==> src/rtl/lpm_pkg.sv <==
package lpm_pkg;

    typedef logic [2:0] lpm_mode_t;

    typedef enum logic [2:0] {
        ST_ACTIVE,
        ST_HALT,
        ST_DEEP,
        ST_WAKE_LIGHT,
        ST_WAKE_DEEP
    } lpm_state_t;

    // gate vector order: {core/bus, peripheral, analog}
    localparam int NUM_GATES = 3;

    typedef struct packed {
        logic hclk;
        logic pclk;
        logic aclk;
    } lpm_gate_t;

    localparam lpm_gate_t GATES_ALL_ON  = '{hclk: 1'b1, pclk: 1'b1, aclk: 1'b1};
    localparam lpm_gate_t GATES_ALL_OFF = '{hclk: 1'b0, pclk: 1'b0, aclk: 1'b0};

    function automatic logic mode_is_light(input lpm_mode_t m);
        return (m == 3'd1) || (m == 3'd2) || (m == 3'd3);
    endfunction

    function automatic logic mode_is_deep(input lpm_mode_t m);
        return (m == 3'd4) || (m == 3'd5);
    endfunction

    function automatic lpm_gate_t light_gates(input lpm_mode_t m);
        lpm_gate_t g;
        case (m)
            3'd1:    g = '{hclk: 1'b0, pclk: 1'b1, aclk: 1'b1};
            3'd2:    g = '{hclk: 1'b1, pclk: 1'b0, aclk: 1'b1};
            default: g = GATES_ALL_OFF;
        endcase
        return g;
    endfunction

endpackage

==> src/rtl/lpm_wake_timer.sv <==
module lpm_wake_timer #(
    parameter int LIGHT_CYC = 4,
    parameter int DEEP_CYC  = 1540
) (
    input  logic clk,
    input  logic rst_n,
    input  logic load_light_i,
    input  logic load_deep_i,
    output logic zero_o
);
    localparam int MAX_CYC = (DEEP_CYC > LIGHT_CYC) ? DEEP_CYC : LIGHT_CYC;
    localparam int CNT_W   = $clog2(MAX_CYC + 1);
    localparam logic [CNT_W-1:0] LIGHT_LOAD = CNT_W'(LIGHT_CYC - 1);
    localparam logic [CNT_W-1:0] DEEP_LOAD  = CNT_W'(DEEP_CYC - 1);

    logic [CNT_W-1:0] cnt_q;

    always_ff @(posedge clk or negedge rst_n) begin
        if (!rst_n) begin
            cnt_q <= '0;
        end else if (load_deep_i) begin
            cnt_q <= DEEP_LOAD;
        end else if (load_light_i) begin
            cnt_q <= LIGHT_LOAD;
        end else if (cnt_q != '0) begin
            cnt_q <= cnt_q - 1'b1;
        end
    end

    assign zero_o = (cnt_q == '0);

    AST_TIMER_HOLDS_ZERO: assert property (@(posedge clk) disable iff (!rst_n)
        (zero_o && !load_light_i && !load_deep_i) |=> zero_o);

    AST_LOAD_LEAVES_ZERO: assert property (@(posedge clk) disable iff (!rst_n)
        (load_deep_i && DEEP_CYC > 1) |=> !zero_o);

endmodule

==> src/rtl/lpm_fsm.sv <==
module lpm_fsm
    import lpm_pkg::*;
(
    input  logic      clk,
    input  logic      rst_n,
    input  lpm_mode_t mode_i,
    input  logic      sleep_req_i,
    input  logic      wake_irq_i,
    input  logic      wake_dma_i,
    input  logic      timer_zero_i,
    output logic      load_light_o,
    output logic      load_deep_o,
    output lpm_gate_t gate_req_o,
    output logic      core_sleep_o,
    output logic      core_deep_o,
    output logic      wake_done_o
);
    lpm_state_t state_q, state_d;
    lpm_mode_t  mode_q;
    logic       done_q;
    logic       any_wake;

    assign any_wake = wake_irq_i | wake_dma_i;

    always_comb begin
        state_d = state_q;
        unique case (state_q)
            ST_ACTIVE: begin
                if (sleep_req_i && !any_wake) begin
                    if (mode_is_light(mode_i))     state_d = ST_HALT;
                    else if (mode_is_deep(mode_i)) state_d = ST_DEEP;
                end
            end
            ST_HALT:       if (any_wake)     state_d = ST_WAKE_LIGHT;
            ST_DEEP:       if (wake_irq_i)   state_d = ST_WAKE_DEEP;
            ST_WAKE_LIGHT: if (timer_zero_i) state_d = ST_ACTIVE;
            ST_WAKE_DEEP:  if (timer_zero_i) state_d = ST_ACTIVE;
            default:                         state_d = ST_ACTIVE;
        endcase
    end

    always_ff @(posedge clk or negedge rst_n) begin
        if (!rst_n) begin
            state_q <= ST_ACTIVE;
            mode_q  <= '0;
            done_q  <= 1'b0;
        end else begin
            state_q <= state_d;
            if (state_q == ST_ACTIVE && state_d != ST_ACTIVE) mode_q <= mode_i;
            done_q  <= (state_q != ST_ACTIVE) && (state_d == ST_ACTIVE);
        end
    end

    always_comb begin
        load_light_o = 1'b0;
        load_deep_o  = 1'b0;
        gate_req_o   = GATES_ALL_ON;
        core_sleep_o = 1'b0;
        core_deep_o  = 1'b0;
        unique case (state_q)
            ST_ACTIVE: ;
            ST_HALT: begin
                gate_req_o   = light_gates(mode_q);
                core_sleep_o = 1'b1;
                load_light_o = (state_d == ST_WAKE_LIGHT);
            end
            ST_WAKE_LIGHT: begin
                gate_req_o   = light_gates(mode_q);
                core_sleep_o = 1'b1;
            end
            ST_DEEP: begin
                gate_req_o   = GATES_ALL_OFF;
                core_deep_o  = 1'b1;
                load_deep_o  = (state_d == ST_WAKE_DEEP);
            end
            ST_WAKE_DEEP: begin
                gate_req_o   = GATES_ALL_OFF;
                core_deep_o  = 1'b1;
            end
            default: ;
        endcase
    end

    assign wake_done_o = done_q;

    AST_DMA_NO_DEEP_WAKE: assert property (@(posedge clk) disable iff (!rst_n)
        (state_q == ST_DEEP && !wake_irq_i) |=> (state_q == ST_DEEP));

    AST_MODE_FROZEN: assert property (@(posedge clk) disable iff (!rst_n)
        (state_q != ST_ACTIVE) |=> $stable(mode_q));

    AST_DONE_SINGLE: assert property (@(posedge clk) disable iff (!rst_n)
        wake_done_o |=> !wake_done_o);

    AST_DONE_IN_ACTIVE: assert property (@(posedge clk) disable iff (!rst_n)
        wake_done_o |-> (state_q == ST_ACTIVE));

    AST_ENTRY_BLOCKED: assert property (@(posedge clk) disable iff (!rst_n)
        (state_q == ST_ACTIVE && any_wake) |=> (state_q == ST_ACTIVE));

endmodule

==> src/rtl/lpm_gate_retime.sv <==
module lpm_gate_retime #(
    parameter int NUM = 3
) (
    input  logic           clk,
    input  logic           rst_n,
    input  logic [NUM-1:0] req_i,
    output logic [NUM-1:0] en_o
);
    for (genvar g = 0; g < NUM; g++) begin : g_gate
        always_ff @(negedge clk or negedge rst_n) begin
            if (!rst_n) en_o[g] <= 1'b1;
            else        en_o[g] <= req_i[g];
        end
    end

endmodule

==> src/rtl/lpm_clk_ctrl.sv <==
module lpm_clk_ctrl
    import lpm_pkg::*;
#(
    parameter int LIGHT_WAKE_CYC = 4,
    parameter int DEEP_WAKE_CYC  = 1540
) (
    input  logic       clk,
    input  logic       rst_n,
    input  logic [2:0] mode_i,
    input  logic       sleep_req_i,
    input  logic       wake_irq_i,
    input  logic       wake_dma_i,
    output logic       hclk_en_o,
    output logic       pclk_en_o,
    output logic       aclk_en_o,
    output logic       core_sleep_o,
    output logic       core_deep_o,
    output logic       wake_done_o
);
    logic                 load_light, load_deep, timer_zero;
    lpm_gate_t            gate_req;
    logic [NUM_GATES-1:0] gate_en;

    lpm_fsm u_fsm (
        .clk          (clk),
        .rst_n        (rst_n),
        .mode_i       (mode_i),
        .sleep_req_i  (sleep_req_i),
        .wake_irq_i   (wake_irq_i),
        .wake_dma_i   (wake_dma_i),
        .timer_zero_i (timer_zero),
        .load_light_o (load_light),
        .load_deep_o  (load_deep),
        .gate_req_o   (gate_req),
        .core_sleep_o (core_sleep_o),
        .core_deep_o  (core_deep_o),
        .wake_done_o  (wake_done_o)
    );

    lpm_wake_timer #(
        .LIGHT_CYC (LIGHT_WAKE_CYC),
        .DEEP_CYC  (DEEP_WAKE_CYC)
    ) u_timer (
        .clk          (clk),
        .rst_n        (rst_n),
        .load_light_i (load_light),
        .load_deep_i  (load_deep),
        .zero_o       (timer_zero)
    );

    lpm_gate_retime #(
        .NUM (NUM_GATES)
    ) u_retime (
        .clk   (clk),
        .rst_n (rst_n),
        .req_i (gate_req),
        .en_o  (gate_en)
    );

    assign hclk_en_o = gate_en[2];
    assign pclk_en_o = gate_en[1];
    assign aclk_en_o = gate_en[0];

    AST_DEEP_CLOCKS_OFF: assert property (@(posedge clk) disable iff (!rst_n)
        (core_deep_o && $past(core_deep_o)) |-> !(hclk_en_o || pclk_en_o || aclk_en_o));

    AST_SLEEP_EXCLUSIVE: assert property (@(posedge clk) disable iff (!rst_n)
        !(core_sleep_o && core_deep_o));

    AST_DONE_CLOCKS_ON: assert property (@(posedge clk) disable iff (!rst_n)
        wake_done_o |=> (hclk_en_o && pclk_en_o && aclk_en_o));

endmodule

==> config.mk <==
export PLATFORM = sky130hd
export DESIGN_NAME = lpm_clk_ctrl
export DESIGN_NICKNAME = d
export VERILOG_FILES = /design/src/rtl/lpm_pkg.sv /design/src/rtl/lpm_wake_timer.sv /design/src/rtl/lpm_fsm.sv /design/src/rtl/lpm_gate_retime.sv /design/src/rtl/lpm_clk_ctrl.sv
export SDC_FILE = /design/constraint.sdc
export NUM_CORES = 1
export LEC_CHECK = 0
export BUFFER_PORTS_ARGS = -buffer_cell sky130_fd_sc_hd__buf_2
export CORE_MARGIN = 2
export CORE_UTILIZATION = 35
export CTS_CLUSTER_SIZE = 40
export DETAILED_ROUTE_END_ITERATION = 8
export MAX_ROUTING_LAYER = met4
export PLACE_DENSITY = 0.65
export SETUP_SLACK_MARGIN = 0.1
export SYNTH_ARGS = -nofsm -noshare
export SYNTH_HDL_FRONTEND = slang
export SYNTH_SLANG_ARGS = --single-unit
==> constraint.sdc <==
create_clock -name clk -period 1.9 [get_ports clk]
set_input_delay 0.19 -clock clk [delete_from_list [all_inputs] [get_ports clk]]
set_output_delay 0.19 -clock clk [all_outputs]
set_load 0.1 [all_outputs]
==> results of run 1 <==
Yosys cell counts (2+ instances only):
| cell type | n |
|---|---|
| o21ai_0 | 7 |
| buf_6 | 2 |
| nand3_1 | 4 |
| xnor2_1 | 3 |
| nand2b_1 | 6 |
| o21ai_1 | 3 |
| nand3b_1 | 2 |
| nor2_1 | 15 |
| or3_1 | 3 |
| clkbuf_1 | 2 |
| a31oi_1 | 4 |
| a21oi_1 | 7 |
| inv_1 | 8 |
| mux2_2 | 2 |
| dfstp_2 | 3 |
| dfrtp_1 | 18 |
| nand2_1 | 8 |
| nor3_1 | 4 |
worst register-to-register path: cells and delay by family, from the launching register on:
family          cells  cell delay, ps
simple gates        2             240
flops               1             450
buf+inv             1              70
compound gates      1             130
cell usage in the layout, fill, tap and decap left out, drive strengths merged, types with 6 or more instances in the layout:
cell	Yosys	final
nand2	8	8
inv	8	9
dfrtp	18	18
nor2	16	16
a21oi	7	7
buf	2	30
nand2b	6	6
o21ai	10	10
flip-flops by register name, indices dropped and copies added (netlist names):
signal             count
u_fsm.wake_done_o      1
u_retime.en_o          3
u_timer.cnt_q         11
u_fsm.state_q          3
u_fsm.mode_q           3
layer usage:
metal	share of wire	global-route usage	wire [µm]
met3	0.044	0.0192	108
met1	0.47	0.211	1170
met2	0.48	0.260	1180
met5	0	-	0
met4	0.0053	0.0559	13
worst max path at each step:
| stage | slack, ps | end | cells past startpoint |
|---|---|---|---|
| floorplan | -460 | u_retime.en_o[0] | 5 |
| global placement | -10 | u_retime.en_o[1] | 3 |
| detailed placement | -80 | u_retime.en_o[1] | 3 |
| CTS | -390 | pclk_en_o | 1 |
| global route | -430 | hclk_en_o | 1 |
| finish | -380 | hclk_en_o | 1 |
final cells by class:
| class | count | share of cell area |
|---|---|---|
| sequential | 21 | 0.356 |
| timing repair buffer | 31 | 0.165 |
| clock buffer | 4 | 0.0172 |
| inverter | 7 | 0.0197 |
| tap | 44 | 0.0361 |
| multi-input combinational | 89 | 0.398 |
| clock inverter | 3 | 0.00739 |
what timing repair did:
action                                  4_1_cts  5_1_grt
gates resized for setup                       3       13
pin swaps                                     1        2
setup buffers                                 0        5
endpoints found under the setup margin        9       13
endpoints found under the hold margin        18        0
hold buffers                                  1        0
per-stage QoR:
stage | instance area, µm² | setup WS (ps) | hold slack (ps)
finish | 1520 | -383 | 159
global route | 1520 | -426 | 151
CTS | 1450 | -388 | 153
detailed placement | 1380 | -76.4 | 241
global placement | 1380 | -11.2 | 236
floorplan | 1160 | -458 | -106
cell families (layout without fill, tap and decap cells):
group | after synthesis | after routing | share of synthesized area
compound gates | 30 | 30 | 0.170
xor+xnor | 3 | 3 | 0.0232
simple gates | 53 | 53 | 0.254
flops | 21 | 21 | 0.468
buf+inv | 12 | 45 | 0.0531
fa+ha+maj | 1 | 1 | 0.0111
mux | 2 | 2 | 0.0199
where the power goes:
part / switching (mW) / internal [mW]
Clock: 0.146 / 0.0898
Combinational: 1.04 / 0.729
Sequential: 0.203 / 0.698
==> results.cfg, run 1 <==
[detailed_routing]
wl_per_cell_um = 12.4
ant_nets = 0
drt_first_pass_iters = 4
vias = 1015
vias_per_cell = 5.10
drc = 0
wl_um = 2480
drt_iter0_drc = 24

[sta]
worst_slew_pin_slew_ps = 510
fin_ws_ps = -383
fin_skew_ps = 68.1
setup_viol = 3
setup_tns_ps = -1110
hold_viol = 0
drv_slew = 0
slew_headroom = 0.658
grt_setup_unrepaired = true

[logic_synthesis]
yosys_register_bits = 21
synth_area_leaders = dfrtp_1, dfstp_2, nor2_1
synth_edf_count = 0
yosysWarnings = 0
synth_area_per_cell_um2 = 9.27
yosysSeqAreaShare = 0.468
netlist.area_leader.share = 0.398
synth_cell_types = 39
synth_nets = 131
synthCells = 122
synth_area_leader_cell = dfrtp_1
syn_area_um2 = 1130
synth-main-ff-cell = dfrtp_1
synthArstFlopShare = 1.00

[min_path]
hold_depth = 2
hold_class = primary input to flip-flop
min_from = mode_i[0]
worstHoldEndpoint = u_fsm.mode_q[0]

[setup_path]
reg2reg_depth = 4
cp-startpoint = u_retime.en_o[2]
worstSetupStartpointType = flip-flop
path_buf_inv = 1
slowest_stage = dfstp_4
cpPeakStageDelay_ps = 610
path_delay_family = flip-flops
path_max_fanout = 1
required_ps = 1710
r2r-start = u_fsm.state_q[2]
critPathKind = flip-flop to primary output
crit_path_end_kind = primary output
cp.arrival_ps = 2090
crit_chain = buf_12
rrSetupSlack_ps = 40
r2r-end = u_retime.en_o[1]

[floorplan]
rows = 20
die-area_um2 = 3700
initial_core_util = 0.370
fp.dieH_um = 60.8
ios = 14
coreArea_um2 = 3050
die_x_um = 60.8

[placed_design]
place.gp.congestion = 0.828
port_buffers = 13
hpwl_um = 1860
dp.cells = 187

[clock_tree]
clkTransAtPathRegs_ps = 110
clockBufferDepth = 2
clock_latency_ps = 360
tritoncts = done
clockRootBuffer = clkbuf_4
clock-sinks = 21
cts_htree_levels = 1
cts_made_buffers = 3

[power_and_ir_drop]
powerDensity_nw_per_um2 = 1910
p_leak_nw = 0.657
power_mw = 2.91
peakVddDrop_uv = 753

[global_route]
grt_overflow = 0
grt_pass1_vias = 973
grt_usage = 0.162
antenna_found_initial = 0
grt_max_degree = 19
grt_first_pass_wirelength_um = 4290

[finish]
finalNonFillerCells = 199
final-seq-area_um2 = 543
multi_input_area_um2 = 607
drive_gt1_frac = 0.361
n_fill_cell = 298
nNetsFinal = 165
area_growth_pct = 34.7
finalCoreUtilization = 0.499
antenna_cells_inserted = 0

[outcome]
status = finished, violations left
violations = negative setup slack

[job]
maxCapViolations = 0
No activity file was read; power rests on OpenSTA's default activity.
==> run 2: changes to the inputs <==
--- a/config.mk
+++ b/config.mk
@@ -8,7 +8,7 @@
 export BUFFER_PORTS_ARGS = -buffer_cell sky130_fd_sc_hd__buf_2
 export CORE_MARGIN = 2
 export CORE_UTILIZATION = 35
-export CTS_CLUSTER_SIZE = 40
+export CTS_CLUSTER_SIZE = 28
 export DETAILED_ROUTE_END_ITERATION = 8
 export MAX_ROUTING_LAYER = met4
 export PLACE_DENSITY = 0.65
==> constraint.sdc (replaced) <==
create_clock -name clk -period 1.9 [get_ports clk]
set_input_delay 0.285 -clock clk [delete_from_list [all_inputs] [get_ports clk]]
set_output_delay 0.285 -clock clk [all_outputs]
set_load 0.1 [all_outputs]
==> run 2 against run 1 <==
Against the previous run:
- the flow still finishes with violations (negative setup slack)
- combinational power rose by 5%
- core utilization rose by 1.5 points
- worst hold slack improved by 83 ps
- largest power group unchanged
- critical path depth did not move
- global-route usage fell by 0.069 points
- first-iteration DRC count fell by 8.3%
- count of clock-buffer cells in the layout fell by 1
- non-clock buffer count rose by 2
==> results.cfg, run 2 (same netlist as run 1, synthesis figures left out) <==
[finish]
layout_common_cells = buf_4, dfrtp_1, nor2_1, buf_2, inv_1
final-seq-area_um2 = 543
antenna_cells_inserted = 0
nNetsFinal = 167
regMostFlops = u_timer.cnt_q
area_growth_pct = 38.7
drive_gt1_frac = 0.382
final_area_um2 = 1570
n_fill_cell = 295
multi_input_area_um2 = 634
largest_reg_flops = 11
layout_commonest_cell = buf_4

[clock_tree]
clockBufferDepth = 2
clockRootBuffer = clkbuf_4
clock-sinks = 21
clkTransAtPathRegs_ps = 120
clock_latency_ps = 360
tritoncts = done
cts_htree_levels = 1
cts_made_buffers = 3

[sta]
setup_viol = 3
fin_ws_ps = -473
grt_setup_unrepaired = true
slew_headroom = 0.667
worst_slew_pin_slew_ps = 496
fin_skew_ps = 62.9
hold_viol = 0
drv_slew = 0

[global_route]
grt_first_pass_wirelength_um = 4310
grt_usage = 0.161
top_usage_layer = met2
grt_max_degree = 19
grt_pass1_vias = 998
antenna_found_initial = 0
met2_usage = 0.250
grtUsageMet1 = 0.205
grt_use_met3 = 0.0341
grt_overflow = 0

[power_and_ir_drop]
powerDensity_nw_per_um2 = 1920
p_leak_nw = 0.677
peakVddDrop_uv = 770

[outcome]
status = finished, violations left
violations = negative setup slack

[floorplan]
die_x_um = 60.8
ios = 14
die-area_um2 = 3700
coreArea_um2 = 3050
initial_core_util = 0.370
fp.dieH_um = 60.8
rows = 20

[setup_path]
path_delay_family = flip-flops
path_buf_inv = 1
crit_path_end_kind = primary output
slowest_stage = dfstp_4
worstSetupStartpointType = flip-flop
required_ps = 1620
path_max_fanout = 1
cpPeakStageDelay_ps = 610
critPathKind = flip-flop to primary output
crit_chain = buf_12
cp.arrival_ps = 2090

[min_path]
hold_class = primary input to flip-flop

[detailed_routing]
drt_iter0_drc = 22
ant_nets = 0
wl_per_cell_um = 13.3
vias = 1066
vias_per_cell = 5.30
wl_um = 2670
drc = 0
drt_first_pass_iters = 4

[placed_design]
hpwl_um = 1830
placed_area_um2 = 1380
place.gp.congestion = 0.862
pre_cts_ws_ps = -108
port_buffers = 13

[job]
maxCapViolations = 0
[run 2: cell types whose count changed in the layout (fill, tap and decap cells not counted), sizes merged]
cell / previous run / this run
buf: 30 / 32
clkbuf: 4 / 3
clkinv: 0 / 1
[run 2: cell type report]
cell class | count | area share
Inverter | 7 | 0.0191
Sequential cell | 21 | 0.346
Clock inverter | 4 | 0.00957
Timing Repair Buffer | 33 | 0.171
Tap cell | 44 | 0.0351
Clock buffer | 3 | 0.0144
Multi-Input combinational cell | 89 | 0.404
[run 2: path summary, 6_finish.rpt]
check                                  start                end  slack (ps)  cells past startpoint
setup reg to reg            u_fsm.state_q[2]   u_retime.en_o[1]          20                      3
setup / recovery            u_retime.en_o[1]          pclk_en_o        -470                      1
hold / removal                     mode_i[0]    u_fsm.mode_q[0]         240                      2
min in group asynchronous              rst_n   u_fsm.state_q[1]         540                      3
max in group asynchronous              rst_n   u_retime.en_o[0]         470                      2
hold reg to reg            u_timer.cnt_q[10]  u_timer.cnt_q[10]         560                      2
[run 2: per-layer routing]
layer	vias up	wire, µm
met2	29	1330
met4	0	35
met3	6	128
met1	525	1170
met5	-	0
li1	506	-
[run 2: timing repair]
item / in CTS / in global routing
hold buffers: 1 / 0
cloned: 0 / 0
buffers inserted: 1 / 6
pin swaps: 2 / 3
endpoints found under the setup margin: 9 / 18
hold endpoints to repair: 10 / 0
gates resized for setup: 7 / 15
[run 2: power by group]
group	switching, mW	internal [mW]
Combinational	1.09	0.773
Clock	0.149	0.0846
Sequential	0.217	0.698
Total	1.46	1.56
[run 2: per-stage QoR]
step	power (mW)	hold slack, ps	util	instances	TNS (ps)
after floorplan	2.06	-10.6	-	122	-2050
after global placement	2.44	333	0.452	187	-338
after detailed placement	2.49	344	0.452	187	-569
after CTS	2.80	234	0.480	195	-1440
after global routing	3.24	241	0.514	201	-1520
final	3.01	242	0.514	201	-1410
